===== config.mk =====
export PLATFORM = sky130hd
export DESIGN_NAME = byte_unpack_load
export DESIGN_NICKNAME = d
export VERILOG_FILES = /design/src/rtl/byte_unpack_load.sv
export SDC_FILE = /design/constraint.sdc
export NUM_CORES = 1
export LEC_CHECK = 0
export CAP_MARGIN = 5
export CORE_ASPECT_RATIO = 1.2
export CORE_UTILIZATION = 32
export DETAILED_ROUTE_END_ITERATION = 16
export DONT_BUFFER_PORTS = 1
export PLACE_DENSITY = 0.56
export SYNTH_ARGS = -nofsm -noshare
export SYNTH_HDL_FRONTEND = slang
export SYNTH_SLANG_ARGS = --single-unit

===== constraint.sdc =====
create_clock -name clk -period 3.7 [get_ports clk]
set_input_delay 0.555 -clock clk [delete_from_list [all_inputs] [get_ports clk]]
set_output_delay 0.555 -clock clk [all_outputs]
set_load 0.02 [all_outputs]

===== src/rtl/byte_unpack_load.sv =====
module byte_unpack_load #(
  parameter int BYTE_W = 8,
  parameter int LANES  = 4
) (
  input  logic                        clk,
  input  logic                        rst_n,
  input  logic                        ld_valid,
  input  logic [3:0]                  ld_kind,
  input  logic [2*BYTE_W*LANES-1:0]   ld_data,
  output logic                        wb_valid,
  output logic [2*BYTE_W*LANES-1:0]   wb_data,
  output logic                        wb_pair,
  output logic                        wb_illegal
);
  localparam int LANE_W = 2 * BYTE_W;
  localparam int OUT_W  = LANE_W * LANES;
  localparam int HALF_W = OUT_W / 2;
  localparam int NARROW = LANES / 2;

  logic legal, unpack, wide, sext, sc_byte, sc_half;

  always_comb begin
    legal = 1'b1; unpack = 1'b0; wide = 1'b0; sext = 1'b0;
    sc_byte = 1'b0; sc_half = 1'b0;
    case (ld_kind)
      4'b0011: unpack = 1'b1;
      4'b0001: begin unpack = 1'b1; sext = 1'b1; end
      4'b0101: begin unpack = 1'b1; wide = 1'b1; end
      4'b0111: begin unpack = 1'b1; wide = 1'b1; sext = 1'b1; end
      4'b1000: begin sc_byte = 1'b1; sext = 1'b1; end
      4'b1001: sc_byte = 1'b1;
      4'b1010: begin sc_half = 1'b1; sext = 1'b1; end
      default: legal = 1'b0;
    endcase
  end

  logic [OUT_W-1:0] lane_val, byte_val, half_val, next_val;

  for (genvar i = 0; i < LANES; i++) begin : g_lane
    logic [BYTE_W-1:0] b;
    logic              fill;
    assign b    = ld_data[i*BYTE_W +: BYTE_W];
    assign fill = sext & b[BYTE_W-1];
    if (i < NARROW) begin : g_lo
      assign lane_val[i*LANE_W +: LANE_W] = {{BYTE_W{fill}}, b};
    end else begin : g_hi
      assign lane_val[i*LANE_W +: LANE_W] = wide ? {{BYTE_W{fill}}, b} : '0;
    end
  end

  assign byte_val = {{HALF_W{1'b0}},
                     {(HALF_W-BYTE_W){sext & ld_data[BYTE_W-1]}},
                     ld_data[BYTE_W-1:0]};
  assign half_val = {{HALF_W{1'b0}},
                     {(HALF_W-LANE_W){ld_data[LANE_W-1]}},
                     ld_data[LANE_W-1:0]};

  assign next_val = unpack  ? lane_val :
                    sc_byte ? byte_val :
                    sc_half ? half_val : '0;

  always_ff @(posedge clk) begin
    if (!rst_n) begin
      wb_valid   <= 1'b0;
      wb_illegal <= 1'b0;
      wb_pair    <= 1'b0;
      wb_data    <= '0;
    end else begin
      wb_valid   <= ld_valid & legal;
      wb_illegal <= ld_valid & ~legal;
      if (ld_valid && legal) begin
        wb_data <= next_val;
        wb_pair <= wide;
      end
    end
  end

  p_pair_wide_only_r9: assert property (@(posedge clk) disable iff (!rst_n)
    wb_valid |-> (wb_pair == ($past(ld_kind) == 4'b0101 || $past(ld_kind) == 4'b0111)));
  p_valid_after_load_r10: assert property (@(posedge clk) disable iff (!rst_n)
    wb_valid |-> $past(ld_valid));
  p_idle_holds_r10: assert property (@(posedge clk) disable iff (!rst_n)
    !$past(ld_valid) |-> ($stable(wb_data) && $stable(wb_pair) && !wb_valid));
  p_illegal_excl_r11: assert property (@(posedge clk) disable iff (!rst_n)
    wb_illegal |-> (!wb_valid && $stable(wb_data) && $stable(wb_pair)));
  p_narrow_top_zero_r2: assert property (@(posedge clk) disable iff (!rst_n)
    (wb_valid && !wb_pair) |-> (wb_data[OUT_W-1:HALF_W] == '0));
endmodule


==> metrics.md <==
| Metric | Value |
|---|---|
| Outcome | `completed` |
| Residual DRC count | `0` |
| HP Start | `ld_data[2]` |
| Critical path buffers and inverters | `0` |
| FFs w/ async S/R, synth | `0%` |
| Ys Warns | `0` |
| DR iter-0 viols | `21` |
| Initial core utilization | `33.0%` |
| Crit-path cells | `nor2b_1 > nand2_1 > nor2_2 > a32o_1` |
| Slowest-stage cell, CP | `nor2_2` |
| Slew margin rel. | `44.2%` |
| Worst-path clk slew | `0.09 ns` |
| Die ar. | `6530 um^2` |
| RSZ-0062 raised after global routing | `false` |
| Hold depth | `2` |
| Final max-slew violation count | `0` |
| Min-Delay Path Class | `in -> reg` |
| GRT overflow | `0` |
| Final TNS setup | `0 ns` |
| Critical Path AT | `1.98 ns` |
| Hold Buf Count CTS | `0` |
| Initial antenna violation count | `0` |
| RR Endpoint | `wb_data[31]$_SDFFE_PN0P_` |
| Design Area, Final | `1960 um^2` |
| Fillers | `632` |
| Via-to-Cell Ratio | `5.21` |
| Critical path class | `in -> reg` |
| CTS H-Tree Depth | `2` |
| Worst-case reg-to-reg path depth | `2` |
| Post-DP HPWL | `2.75 mm` |
| Clk_lat worst skew | `0.30 ns` |
| Num CTS Buffers | `5` |
| Total routed wirelength | `3.99 mm` |
| Final hold violations | `0` |
| Layout Skew | `0 ns` |
| Worst EP required | `3.93 ns` |
| Mapped Cells | `202` |
| Setup bufs post-CTS | `0` |
| First-pass GRT wire length | `5.87 mm` |
| Layout Nets | `243` |
| Post-route minimum period | `1.75 ns` |
| ANT nets after route | `0` |
| PortBufs | `0` |
| TritonCTS clock tree | `built` |
| Final worst-path cycle share | `47.3%` |
| Slew of the pin with the lowest slew margin | `0.838 ns` |
| Register area share after synthesis | `46.4%` |
| DR WL/cell | `15.7 um` |
| Vias in the first global route | `1194` |
| Clock Root Buffer | `clkbuf_8` |
| GRT Total Usage | `12.0%` |
| Startpoint types | `input pin` |
| Synth Area per Inst | `9.83 um^2` |
| Hold Path End | `wb_data[2]$_SDFFE_PN0P_` |
| Fraction of layout cells with a size suffix above 1 | `19.1%` |
| Max_cap viols | `0` |
| Drt first pass iters | `4` |
| Row count | `31` |
| Die width | `73.9 um` |
| Post-CTS sizing | `0` |
| IO Pins | `138` |
| Placed standard-cell area | `1820 um^2` |
| # clock sinks | `46` |
| Most used flip-flop cell after synthesis | `dfxtp_1` |
| F_max | `571 MHz` |
| Maximum fanout along the worst path | `19` |
| Die Height | `88.3 um` |
| Routed vias | `1328` |
| Worst R2R Start | `wb_data[31]$_SDFFE_PN0P_` |
| Synth cell types | `36` |
| Leak pwr | `0.000715 uW` |
| Worst vdd ir | `188 uV` |
| Reg2Reg Setup Slack | `2.45 ns` |
| CP top delay family | `simple AND/OR/NAND/NOR gates` |
| Clock buffer depth | `2` |
| PwrDens | `557 nW/um^2` |
| Cell Area, Synth | `1990 um^2` |
| Critical path endpoint category | `register` |
| Net count after synthesis | `273` |
| Pin count of the biggest net entering global routing | `37` |
| Layout area overhead | `-1.07%` |
| CORE AREA | `6010 um^2` |
| ANT cells | `0` |
| Routability Congestion | `0.739` |
| Synth Register Bits | `46` |
| Post-synth EDFFs | `0` |
| Final setup viols | `0` |
| Power, Total | `1090 uW` |
| Crit-path max cell delay | `0.61 ns` |
sequential cells by signal (all words and copies together) (netlist names):
name / flops
wb_data: 43
wb_illegal: 1
wb_pair: 1
wb_valid: 1
power by group:
part           switching, uW  internal [uW]  total, uW
Combinational           34.5           30.8       65.3
Sequential              55.5            519        575
Clock                    166            288        454
Total                    256            838       1090
worst reg2reg max path, cell delays in order, from the launching register on:
cell and delay (ns):
dfxtp_2 0.88, nor2_1 0.11, nor3b_1 0.18
how the worst max path moves through the flow:
stage | start | to | slack, ns | cells past startpoint
final | ld_kind[0] | wb_data[47]$_SDFFE_PN0P_ | 1.95 | 4
after global placement | ld_kind[0] | wb_data[62]$_SDFFE_PN0P_ | 1.62 | 4
after CTS | wb_data[62]$_SDFFE_PN0P_ | wb_data[59] | 1.93 | 0
after detailed placement | ld_kind[0] | wb_data[62]$_SDFFE_PN0P_ | 1.65 | 4
after floorplan | ld_kind[0] | wb_data[21]$_SDFFE_PN0P_ | 1.97 | 6
after global routing | ld_kind[0] | wb_data[62]$_SDFFE_PN0P_ | 1.84 | 4
cell type report:
cell class | count | area, um^2 | area share [%]
Clock inverter | 2 | 60.1 | 3.06
Sequential cell | 46 | 925 | 47.1
Inverter | 1 | 3.75 | 0.191
Multi-Input combinational cell | 118 | 791 | 40.3
Clock buffer | 6 | 82.6 | 4.20
Tap cell | 82 | 103 | 5.22
routing by layer:
metal	track usage, %	part of all wire (%)
met1	13.4	42
met2	18.9	45
met3	6.38	11
met4	5.24	1.6
met5	0	0
synthesized netlist by cell type (2+ instances only):
cell / instances / area, um^2
and2_1: 10 / 62.6
a22o_2: 9 / 90.1
o21ai_0: 17 / 85.1
clkbuf_1: 4 / 15.0
dfxtp_1: 46 / 921
nand2_1: 20 / 75.1
o221a_2: 8 / 90.1
a32o_1: 2 / 20.0
nand3_1: 9 / 45.0
nor2_1: 4 / 15.0
nor3b_1: 2 / 15.0
a21o_1: 2 / 15.0
nand2b_1: 3 / 18.8
a31oi_1: 8 / 50.1
buf_4: 23 / 173
a22o_1: 9 / 78.8
buf_6: 3 / 33.8
buf_2: 5 / 25.0
through the flow:
step | utilization (%) | instances | setup WS, ns | hold WS, ns
after floorplan | - | 202 | 1.97 | 0.533
after global placement | 30.3 | 247 | 1.62 | 0.543
after detailed placement | 30.3 | 247 | 1.65 | 0.546
after CTS | 32.7 | 255 | 1.93 | 0.362
after global routing | 32.7 | 255 | 1.84 | 0.372
final | 32.7 | 255 | 1.95 | 0.385
cell usage in the layout (no fill, tap or decap), types with 2 or more instances in the layout:
cell type	count
dfxtp_2	3
o21ai_0	17
nand2_1	20
a32o_1	2
nor3b_1	2
nor2_1	4
a22o_1	9
clkbuf_8	6
nand3_1	9
and2_1	10
a22o_2	9
nand2b_1	3
dfxtp_1	43
a21o_1	2
a31oi_1	8
o221a_2	8
bufinv_16	2
kinds of logic (layout without fill, tap and decap cells):
kind of cell,after synthesis,after routing,share of synthesized area (%)
compound gates,62,62,24.6
xor+xnor,1,1,0.441
buf+inv,38,9,13.8
flops,46,46,46.4
mux,1,1,0.504
simple gates,54,54,14.2
No activity file was read; power rests on OpenSTA's default activity.
